$ cat src/rtl/uart_os.sv
module uart_os #(
  parameter int DEPTH = 16
) (
  input  logic       clk,
  input  logic       rst_n,
  input  logic       wr,
  input  logic       rd,
  input  logic [2:0] addr,
  input  logic [7:0] wdata,
  output logic [7:0] rdata,
  input  logic       rxd,
  output logic       txd,
  input  logic       cts_n,
  output logic       rts_n
);
  localparam int AW = $clog2(DEPTH);
  localparam logic [AW:0] FULL = (AW+1)'(DEPTH);

  typedef enum logic [1:0] {RI, RS, RD} rxst_t;

  logic [4:0] lcr, mcr;
  logic [15:0] div, bcnt;
  logic [1:0] rs, cs;

  wire [3:0] nbit = 4'd5 + {2'b00, lcr[1:0]};
  wire pe = lcr[3];
  wire evp = lcr[4];
  wire [4:0] osr1 = mcr[0] ? 5'd12 : 5'd15;
  wire [4:0] mid1 = mcr[0] ? 5'd5 : 5'd7;
  wire [3:0] mlen = nbit + {3'b000, pe} + 4'd1;
  wire tick = ({1'b0, bcnt} + 17'd1) >= {1'b0, div};

  logic [AW:0] trig;
  always_comb
    case (mcr[4:3])
      2'd0: trig = (AW+1)'(1);
      2'd1: trig = (AW+1)'(4);
      2'd2: trig = (AW+1)'(8);
      default: trig = (AW+1)'(14);
    endcase

  logic [7:0] dmask;
  logic [9:0] fmask;
  always_comb begin
    for (int i = 0; i < 8; i++) dmask[i] = i < int'(nbit);
    for (int i = 0; i < 10; i++) fmask[i] = i < int'(mlen);
  end

  always_ff @(posedge clk or negedge rst_n)
    if (!rst_n) begin
      lcr <= 5'h03; mcr <= '0; div <= 16'd1; bcnt <= '0; rs <= '1; cs <= '1;
    end else begin
      rs <= {rs[0], rxd};
      cs <= {cs[0], cts_n};
      bcnt <= tick ? '0 : bcnt + 16'd1;
      if (wr)
        case (addr)
          3'd1: lcr <= wdata[4:0];
          3'd2: mcr <= wdata[4:0];
          3'd3: div[7:0] <= wdata;
          3'd4: div[15:8] <= wdata;
          default: ;
        endcase
    end

  // transmit queue and shifter
  logic [7:0] tmem [DEPTH];
  logic [AW-1:0] twp, trp;
  logic [AW:0] tcnt;
  logic tbusy;
  logic [11:0] tsh, tfr;
  logic [3:0] tleft;
  logic [4:0] ttk;

  wire tpush = wr && addr == 3'd0 && tcnt != FULL;
  wire [7:0] tdat = tmem[trp] & dmask;
  wire tload = tick && !tbusy && tcnt != '0 && !(mcr[1] && cs[1]);
  wire [3:0] tbits = 4'd2 + nbit + {3'b000, pe} + {3'b000, lcr[2]};

  always_comb begin
    tfr = '1;
    tfr[0] = 1'b0;
    for (int i = 0; i < 8; i++) if (i < int'(nbit)) tfr[i+1] = tdat[i];
    if (pe) tfr[int'(nbit)+1] = evp ? ^tdat : ~^tdat;
  end

  always_ff @(posedge clk) if (tpush) tmem[twp] <= wdata;

  always_ff @(posedge clk or negedge rst_n)
    if (!rst_n) begin
      twp <= '0; trp <= '0; tcnt <= '0; tbusy <= 1'b0; tsh <= '1; tleft <= '0; ttk <= '0;
    end else begin
      if (tpush) twp <= twp + 1'b1;
      if (tload) trp <= trp + 1'b1;
      tcnt <= tcnt + (AW+1)'(tpush) - (AW+1)'(tload);
      if (tload) begin
        tbusy <= 1'b1; tsh <= tfr; tleft <= tbits - 4'd1; ttk <= '0;
      end else if (tbusy && tick) begin
        if (ttk == osr1) begin
          ttk <= '0;
          if (tleft == '0) tbusy <= 1'b0;
          else begin tsh <= {1'b1, tsh[11:1]}; tleft <= tleft - 4'd1; end
        end else ttk <= ttk + 5'd1;
      end
    end

  assign txd = tbusy ? tsh[0] : 1'b1;

  // receiver
  rxst_t rst_q;
  logic [4:0] rtk;
  logic [3:0] rbi;
  logic [9:0] rsh;
  logic hi, rdone;
  wire rx = rs[1];

  always_ff @(posedge clk or negedge rst_n)
    if (!rst_n) begin
      rst_q <= RI; rtk <= '0; rbi <= '0; rsh <= '0; hi <= 1'b0; rdone <= 1'b0;
    end else begin
      rdone <= 1'b0;
      if (tick)
        case (rst_q)
          RI: if (rx) hi <= 1'b1;
              else if (hi) begin rst_q <= RS; rtk <= '0; hi <= 1'b0; end
          RS: if (rtk == mid1) begin
                rst_q <= rx ? RI : RD; rtk <= '0; rbi <= '0;
              end else rtk <= rtk + 5'd1;
          default:
              if (rtk == osr1) begin
                rtk <= '0; rsh[rbi] <= rx; rbi <= rbi + 4'd1;
                if (rbi == mlen - 4'd1) begin rdone <= 1'b1; rst_q <= RI; end
              end else rtk <= rtk + 5'd1;
        endcase
    end

  wire [7:0] rd8 = rsh[7:0] & dmask;
  wire rpar = rsh[int'(nbit)];
  wire rstop = rsh[int'(nbit) + int'(pe)];
  wire perr = pe && (rpar != (evp ? ^rd8 : ~^rd8));
  wire ferr = !rstop;
  wire brk = ferr && ((rsh & fmask) == '0);

  logic [7:0] rmem [DEPTH];
  logic [AW-1:0] rwp, rrp;
  logic [AW:0] rcnt;
  logic ovr, perf, ferf, brkf;
  wire rpush = rdone && rcnt != FULL;
  wire rpop = rd && addr == 3'd0 && rcnt != '0;
  wire lsrd = rd && addr == 3'd5;

  always_ff @(posedge clk) if (rpush) rmem[rwp] <= rd8;

  always_ff @(posedge clk or negedge rst_n)
    if (!rst_n) begin
      rwp <= '0; rrp <= '0; rcnt <= '0; ovr <= 1'b0; perf <= 1'b0; ferf <= 1'b0; brkf <= 1'b0;
    end else begin
      if (rpush) rwp <= rwp + 1'b1;
      if (rpop) rrp <= rrp + 1'b1;
      rcnt <= rcnt + (AW+1)'(rpush) - (AW+1)'(rpop);
      if (lsrd) begin ovr <= 1'b0; perf <= 1'b0; ferf <= 1'b0; brkf <= 1'b0; end
      if (rdone) begin
        if (rcnt == FULL) ovr <= 1'b1;
        if (perr) perf <= 1'b1;
        if (ferr) ferf <= 1'b1;
        if (brk) brkf <= 1'b1;
      end
    end

  wire [7:0] lsr = {1'b0, tcnt == '0 && !tbusy, tcnt == '0, brkf, ferf, perf, ovr, rcnt != '0};

  always_comb
    case (addr)
      3'd0: rdata = rmem[rrp];
      3'd1: rdata = {3'b000, lcr};
      3'd2: rdata = {3'b000, mcr};
      3'd3: rdata = div[7:0];
      3'd4: rdata = div[15:8];
      3'd5: rdata = lsr;
      default: rdata = 8'h00;
    endcase

  assign rts_n = mcr[2] && rcnt >= trig;
endmodule


$ cat config.mk
export PLATFORM = sky130hd
export DESIGN_NAME = uart_os
export DESIGN_NICKNAME = d
export VERILOG_FILES = /design/src/rtl/uart_os.sv
export SDC_FILE = /design/constraint.sdc
export NUM_CORES = 1
export LEC_CHECK = 0
export ABC_AREA = 1
export BUFFER_PORTS_ARGS = -buffer_cell sky130_fd_sc_hd__buf_4
export CORE_UTILIZATION = 38
export CTS_BUF_LIST = sky130_fd_sc_hd__clkbuf_8
export DETAILED_ROUTE_END_ITERATION = 16
export MAX_ROUTING_LAYER = met4
export PLACE_DENSITY_LB_ADDON = 0.12
export SLEW_MARGIN = 25
export SYNTH_ARGS = -nofsm -noshare
export SYNTH_HDL_FRONTEND = slang
export SYNTH_SLANG_ARGS = --single-unit
$ cat constraint.sdc
create_clock -name clk -period 6.05 [get_ports clk]
set_input_delay 0.605 -clock clk [delete_from_list [all_inputs] [get_ports clk]]
set_output_delay 0.605 -clock clk [all_outputs]
set_load 0.02 [all_outputs]
After elaboration in Yosys (flattened, before gate mapping)
Memory sizes are Yosys's and may differ from the RTL's.
Index checks and enable logic that the tools add are counted.
- register bits: 121
- bits in writable memories: 256
- input bits: 17
- word-level logic and storage cells: 233
- memories kept: 2
- memories (name ; depth ; width ; read ports ; clocked after Yosys merged registers in ; write ports ; line ; RTL):
    rmem ; 16 ; 8 ; 1 ; 0 ; 1 ; 144 ; logic [7:0] rmem [DEPTH];
    tmem ; 16 ; 8 ; 1 ; 0 ; 1 ; 67 ; logic [7:0] tmem [DEPTH];
- add/subtract/negate cells: 24
- magnitude comparators: 26
- equality and inequality tests: 20
- multiplexer cells: 79
- bitwise logic cells: 5
- reductions and logical operators: 50
- operators with widths (kind ; number):
    12-bit 2-to-1 mux ; 5
    8-bit one-hot mux with 6 select lines ; 1
    1-bit 2-to-1 mux ; 41
    5-bit 2-to-1 mux ; 7
    3-bit by 4-bit less-than comparator with 1-bit output (first input constant) ; 8
    4-bit by 1-bit adder with 4-bit output (second input constant) ; 6
    4-bit 2-to-1 mux ; 6
    16-bit by 1-bit adder with 17-bit output (second input constant) ; 1
    17-bit by 16-bit >= comparator with 1-bit output ; 1
    1-bit logical AND ; 17
    16-bit by 1-bit adder with 16-bit output (second input constant) ; 1
    8-bit bitwise AND ; 2
    1-bit by 4-bit less-than comparator with 1-bit output (first input constant) ; 4
    2-bit by 4-bit less-than comparator with 1-bit output (first input constant) ; 4
    16-bit 2-to-1 mux ; 1
    2-bit 2-to-1 mux ; 8
    8-bit XNOR reduction ; 2
    8-bit XOR reduction ; 2
    4-bit by 1-bit adder with 4-bit output ; 3
    12-bit bitwise mux ; 1
    4-bit one-hot mux with 3 select lines ; 1
    3-bit AND reduction ; 4
    4-bit by 1-bit subtractor with 4-bit output (second input constant) ; 3
    5-bit by 1-bit adder with 5-bit output ; 2
    45 further kinds ; 73

Depth between registers and ports, before layout
Gate-level depths: netlist of the first run.
- word-level depth: 9
- gate-level depth with buffers: 29
- gate-level depth less buffers: 28

Worst setup path before layout of the first run
No wires, ideal clock.
- path kind: reg-to-reg
- start: register bcnt[0]
- end: register tcnt[4]
- library setup time: 0.128 ns
- arrival: 4.142 ns
- required time: 5.922 ns
- slack: 1.781 ns
- cell stages (with the launch flop): 28
- period minus slack after synthesis: 4.269 ns
- cell sequence: dfrtp_1 and3_1 nand3_1 nor2_1 nand2_1 nor2_1 nand2_1 nor2_1 nand3_1 nor2_1 xnor2_1 inv_1 ha_1 nand4_1 nor4_1 nand2_1 nand4_4 nand2_2 inv_2 buf_2 ha_1 inv_1 ha_1 inv_1 fa_1 o21ai_0 a21oi_1 xor2_1
- word-level cells in the longest chain between the ends: 6
- ends and longest elaborated chain (what ; line ; RTL):
    start: declaration ; 22 ; logic [15:0] div, bcnt;
    start signal: assignment ; 55 ; bcnt <= tick ? '0 : bcnt + 16'd1;
    16-bit by 1-bit adder with 17-bit output ; 31 ; wire tick = ({1'b0, bcnt} + 17'd1) >= {1'b0, div};
    17-bit by 16-bit >= comparator with 1-bit output ; 31 ;
    1-bit logical AND (3 in series) ; 77 ; wire tload = tick && !tbusy && tcnt != '0 && !(mcr[1] && cs[1]);
    net tload ; 77 ;
    5-bit by 1-bit subtractor with 5-bit output ; 95 ; tcnt <= tcnt + (AW+1)'(tpush) - (AW+1)'(tload);
    end signal: assignment ; 95 ;
    end: declaration ; 69 ; logic [AW:0] tcnt;
The timed path passes the listed nets, and every way through them passes these cells.
A chain may end at the register's enable or synchronous reset.

Worst setup path after layout of the first run
- start: register bcnt[0]
- end: register tcnt[4]
- word-level cells in the longest chain between the ends: 6
- ends and longest elaborated chain (what ; line):
    16-bit by 1-bit adder with 17-bit output ; 31
    17-bit by 16-bit >= comparator with 1-bit output ; 31
    1-bit logical AND (3 in series) ; 77
    5-bit by 1-bit subtractor with 5-bit output ; 95
No other way between the ends.

==> results of run 1 <==
[metal layers]
metal | track usage [%] | wire length (um) | vias to the layer above
met1 | 27.0 | 21200 | 5993
met4 | 6.90 | 1200 | 0
met5 | - | 0 | -
met2 | 30.4 | 20900 | 256
li1 | - | - | 6162
met3 | 4.07 | 2030 | 77
[cells by family (layout without fill, tap and decap cells)]
| logic type | count (synthesis) | after routing |
|---|---|---|
| adders and majority gates | 70 | 70 |
| buffers and inverters | 260 | 365 |
| xor gates and xnor gates | 43 | 43 |
| DFF | 377 | 377 |
| AOI/OAI and AO/OA | 282 | 282 |
| and+or+nand+nor | 763 | 763 |
[sequential cells by signal, summed over array words and instances (netlist names), 10 cells and up]
register and flops:
bcnt 16, rsh 10, div 16, rmem 128, tsh 12, tmem 128
[how the worst min path moves through the flow]
stage	start	endpoint	cells after the start	slack (ns)
after floorplan	rst_n	bcnt[0]$_DFF_PN0_	0	0.31
after global placement	rs[0]$_DFF_PN1_	rs[1]$_DFF_PN1_	0	0.35
after detailed placement	rs[0]$_DFF_PN1_	rs[1]$_DFF_PN1_	0	0.35
after CTS	rxd	rs[0]$_DFF_PN1_	1	0.00003
after global routing	cts_n	cs[0]$_DFF_PN1_	1	0.02
final	cts_n	cs[0]$_DFF_PN1_	1	0.07
[area by class of cell]
cell class / count / area (sq um) / area share (%)
timing repair buffer: 37 / 284 / 1.42
multi-input combinational: 1158 / 6180 / 30.8
clock buffer: 78 / 1070 / 5.35
tap: 607 / 759 / 3.79
clock inverter: 49 / 259 / 1.29
inverter: 201 / 761 / 3.79
sequential: 377 / 10700 / 53.6
[where the power goes]
part	internal (mW)	switching, mW	total [mW]
Clock	1.24	1.09	2.33
Combinational	0.844	1.75	2.60
Sequential	3.00	0.274	3.27
[Yosys cell counts (all sizes together)]
cell and count:
nor4 3, nand4 15, a31oi 3, nand2 397, clkinv 4, fa 5, a41oi 1, dfstp 19
a31o 2, dfrtp 102, o31ai 3, a211o 1, buf 30, a22oi 2, o221ai 22, inv 197
o21ai 153, o2111ai 3, nand3 89, o22ai 17, a211oi 1, a21oi 49, ha 65, o21a 1
a2111o 2, a221oi 3, xor2 33, o211ai 18, clkbuf 29, xnor2 10, nor3 14, nand3b 1
edfxtp 256, and3 1, or2 9, nor3b 2, nor2 232, o21bai 1
[metrics by stage]
| step | instance area, sq um | setup WS [ns] |
|---|---|---|
| finish | 20100 | 1.21 |
| global route | 20100 | 0.666 |
| CTS | 20100 | 1.24 |
| detailed placement | 18700 | 1.24 |
| global placement | 18700 | 1.37 |
| floorplan | 18000 | 1.78 |
[repair_timing]
item / CTS / global route
endpoints found under the hold margin: 56 / 0
setup buffers: 0 / 0
hold buffers: 1 / 0
endpoints found under the setup margin: 0 / 0
==> impl_metrics.toml, run 1 <==
[worst_setup_path]
crit_path_frequent_cell = "nor2_1"
worstSetupPathType = "reg -> reg"
reg2reg_depth = 26
worstSetupStartpoint = "bcnt[0]$_DFF_PN0_"
crit_slowest_cell = "fa_1"
cp_top_family = "simple AND/OR/NAND/NOR gates"
reg2reg_from = "bcnt[0]$_DFF_PN0_"
endpoint = "tcnt[4]$_DFF_PN0_"
max_stage_delay_ns = 0.39
crit_path_max_fanout = 23
worst-path-buf-inv = 4
worst-path-stages = 26
crit_arrival_ns = 5.37
end_kind = "flip-flop"
crit_required_ns = 6.58
r2r_end = "tcnt[4]$_DFF_PN0_"
ff2ff_setup_slack_ns = 1.21
worstSetupStartpointType = "flip-flop"

[floorplanning]
ios = 27
fp.dieH_um = 220
dieArea_sq_um = 48200
initial_core_util_pct = 38.6
chipWidth_um = 220
coreArea_sq_um = 46700
rows = 79

[power_and_ir_drop]
peakVddDrop_mv = 0.206
p_total_mw = 8.19
power_leakage_nw = 8.34
powerDensity_nw_per_um2 = 408

[route]
vias_per_cell = 4.98
first_pass_iters = 5
wl_per_cell_um = 18.1
drt_iter0_markers = 871
ant_nets = 0
drcViolationCount = 0
wl_mm = 45.4
vias = 12500

[logic_synthesis]
yosys.area_share.simple_pct = 17.8
syn_area_sq_um = 18000
synth_nets = 1882
yosysWarnings = 0
synth-xor-area-share_pct = 2.09
synth_area_per_cell_sq_um = 10.0
syn_inst = 1795
synth_fa_ha_area_share_pct = 5.08
yosysUniqueCellTypes = 58
synth_top_cell_by_area = "edfxtp_1"
synth_area_leaders = "edfxtp_1 43%, dfrtp_1 14%, nand2_1 7.9%"
muxShareOfSynthArea_pct = 0
ys_seq_elements = 377
synth_top_family_by_area = "simple AND/OR/NAND/NOR gates"
synth-compound-area-share_pct = 9.36
synth_top_area_share_pct = 42.7
seq_area_frac_synth_pct = 59.7

[clock_tree]
cts_root_buf = "clkbuf_8"
cts.htree.levels = 3
clkSlewWorstSetupHoldPaths_ns = 0.06
cts_resized = 0
cts_tree = "yes"
cts_sinks = 377
clock_latency_ns = 0.64
numCtsBuffers = 70
clockBufferDepth = 3

[placed_design]
portBuffers = 26
routabilityCongestion = 0.871
place_inst = 2379
detailed_place_hpwl_mm = 29.7

[sta]
tns_ns = 0
finalHoldViolCount = 0
period_needed_ns = 4.84
setup_viol = 0
min_period_over_period_pct = 80.0
worst_pin_slew_ns = 0.916
max_freq_mhz = 207
hold_ws_ns = 0.0661
rsz0062_at_grt = "false"
final_max_slew_viol_count = 0
slew_headroom_pct = 38.7
skew_ns = 0.0335

[grt]
grt_max_degree = 70
first_global_vias = 12300
grt-ovfl-total = 0
grt_pass1_wl_mm = 71.2
track_usage_pct = 20.1
grt_antenna_before_repair = 0

[status]
status = "finished clean"

[finish]
syn_to_final_growth_pct = 11.5
fill_cells = 4535
layout.nets = 1932
drive_gt1_share_pct = 11.4
final_common_cell = "nand2_1"
instances_no_fill = 2507
antenna_cells = 0
utilization_pct = 43.0
layout_common_cells = "381 x nand2_1, 256 x edfxtp_1, 225 x nor2_1, 214 x inv_1, 134 x o21ai_0"

[job]
max_cap_viol_count = 0

[worst_hold_path]
worstHoldPathType = "in -> reg"
Power figures use the tool's default switching activity.
==> run 2, diff against run 1 <==
- clock period: 6.05 -> 4.65 ns (I/O delays scaled with it)
==> run 2 against run 1 <==
  * Wire length grew 0.33%
  * Sequential share of layout area is 0.27 points lower
  * Worst hold slack improved by 0.15 ns
  * Via count fell by 0.13%
  * Worst setup slack got worse by 0.80 ns
  * First-iteration DRC count decreased by 2.1%
  * Core utilization rose by 0.22 points
  * Non-clock buffer count increased by 7
  * Fmax grew 14%
  * Critical endpoint unchanged
==> impl_metrics.toml, run 2 (synthesis results as in run 1) <==
[sta]
final_max_slew_viol_count = 0
hold_ws_ns = 0.215
period_needed_ns = 4.24
fin_ws_ns = 0.409
tns_ns = 0
finalHoldViolCount = 0
setup_viol = 0
max_freq_mhz = 236
rsz0062_at_grt = "false"
worst_pin_slew_ns = 0.919
slew_headroom_pct = 38.5
min_period_over_period_pct = 91.2
skew_ns = 0.0349

[grt]
grt_antenna_before_repair = 0
track_usage_pct = 19.9
grt_pass1_wl_mm = 70.4
grt-ovfl-total = 0
grt_max_degree = 84
first_global_vias = 12000

[finish]
antenna_cells = 0
utilization_pct = 43.2
layout.nets = 1937
largest_registers = "rmem (128), tmem (128)"
drive_gt1_share_pct = 11.9
layout_common_cells = "381 x nand2_1, 256 x edfxtp_1, 224 x nor2_1, 205 x inv_1, 134 x o21ai_0"
final_common_cell = "nand2_1"
instances_no_fill = 2510
syn_to_final_growth_pct = 12.0

[worst_setup_path]
worstSetupStartpoint = "bcnt[0]$_DFF_PN0_"
ff2ff_setup_slack_ns = 0.41
worstSetupPathType = "reg -> reg"
end_kind = "flip-flop"
endpoint = "tcnt[4]$_DFF_PN0_"
reg2reg_from = "bcnt[0]$_DFF_PN0_"
r2r_end = "tcnt[4]$_DFF_PN0_"
crit_required_ns = 5.16
crit_path_max_fanout = 4
crit_arrival_ns = 4.75
worstSetupStartpointType = "flip-flop"
reg2reg_depth = 24

[placed_design]
post-place-ws_ns = 0.387
portBuffers = 26
routabilityCongestion = 0.874
place_inst = 2382
detailed_place_hpwl_mm = 29.8

[clock_tree]
clkSlewWorstSetupHoldPaths_ns = 0.06
cts_root_buf = "clkbuf_8"
clockBufferDepth = 3
clock_latency_ns = 0.63
cts.htree.levels = 3
cts_tree = "yes"
numCtsBuffers = 68
cts_sinks = 377

[route]
wl_mm = 45.5
wl_per_cell_um = 18.1
drcViolationCount = 0
vias = 12500
m1WireLength_mm = 21.8
wl_met2_mm = 20.6
highest_layer = "met4"
vias_per_cell = 4.97
first_pass_iters = 5
ant_nets = 0
drt_iter0_markers = 853
wl_met3_mm = 1.79

[job]
max_cap_viol_count = 0

[status]
status = "finished clean"

[floorplanning]
dieArea_sq_um = 48200
initial_core_util_pct = 38.6
fp.dieH_um = 220
coreArea_sq_um = 46700
chipWidth_um = 220
ios = 27
rows = 79

[power_and_ir_drop]
power_leakage_nw = 8.42
powerDensity_nw_per_um2 = 536
peakVddDrop_mv = 0.329

[worst_hold_path]
worstHoldPathType = "in -> reg"
==> run 2: what timing repair did <==
item,4_1_cts,5_1_grt
resized for setup,0,3
hold buffers,3,0
endpoints found under the hold margin,70,0
buffers inserted,0,2
endpoints found under the setup margin,0,1
==> run 2: report_power, final <==
group / switching [mW] / total (mW) / internal [mW]
Sequential: 0.338 / 4.23 / 3.90
Combinational: 2.34 / 3.47 / 1.13
Clock: 1.40 / 3.11 / 1.71
==> run 2: how the worst min path moves through the flow <==
stage / end / cells after the start / startpoint / slack [ns]
floorplan: bcnt[0]$_DFF_PN0_ / 0 / rst_n / 0.17
global placement: rs[1]$_DFF_PN1_ / 0 / rs[0]$_DFF_PN1_ / 0.35
detailed placement: rs[1]$_DFF_PN1_ / 0 / rs[0]$_DFF_PN1_ / 0.35
CTS: tmem[0][6]$_DFFE_PP_ / 1 / wdata[6] / 0.17
global route: tmem[0][6]$_DFFE_PP_ / 1 / wdata[6] / 0.18
finish: tmem[0][4]$_DFFE_PP_ / 1 / wdata[4] / 0.21
==> run 2: layer usage <==
layer	global-route usage, %	vias to the layer above
met3	3.56	83
met1	27.0	5976
met4	6.69	0
met5	-	-
li1	-	6171
met2	30.1	242
==> run 2: area by class of cell <==
cell class,instances,area [sq um]
tap,607,759
multi-input combinational,1158,6190
sequential,377,10700
inverter,201,761
clock buffer,82,1130
fill,4544,26500
clock inverter,41,234
timing repair buffer,44,342
==> run 2: per-stage QoR <==
step	cell area (sq um)	power (mW)
2_1_floorplan	18000	6.73
3_3_place_gp	18700	7.71
3_5_place_dp	18700	7.76
4_1_cts	20100	10.9
5_1_grt	20200	11.5
6_report	20200	10.8
==> run 2: worst max-delay path: stages, from the launching register on <==
cell and delay (ns):
dfrtp_1 0.40, buf_4 0.13, ha_1 0.17, nand2_1 0.08
inv_2 0.09, nand2_2 0.10, nor3_1 0.39, nand3_1 0.14
xor2_1 0.20, inv_1 0.07, ha_1 0.31, nand4_1 0.13
nor4_2 0.27, nand2_1 0.13, nand4_4 0.13, nand2_2 0.07
inv_2 0.05, ha_1 0.21, inv_1 0.05, ha_1 0.15
inv_1 0.05, fa_1 0.39, o21ai_0 0.18, a21oi_1 0.10
xor2_1 0.14
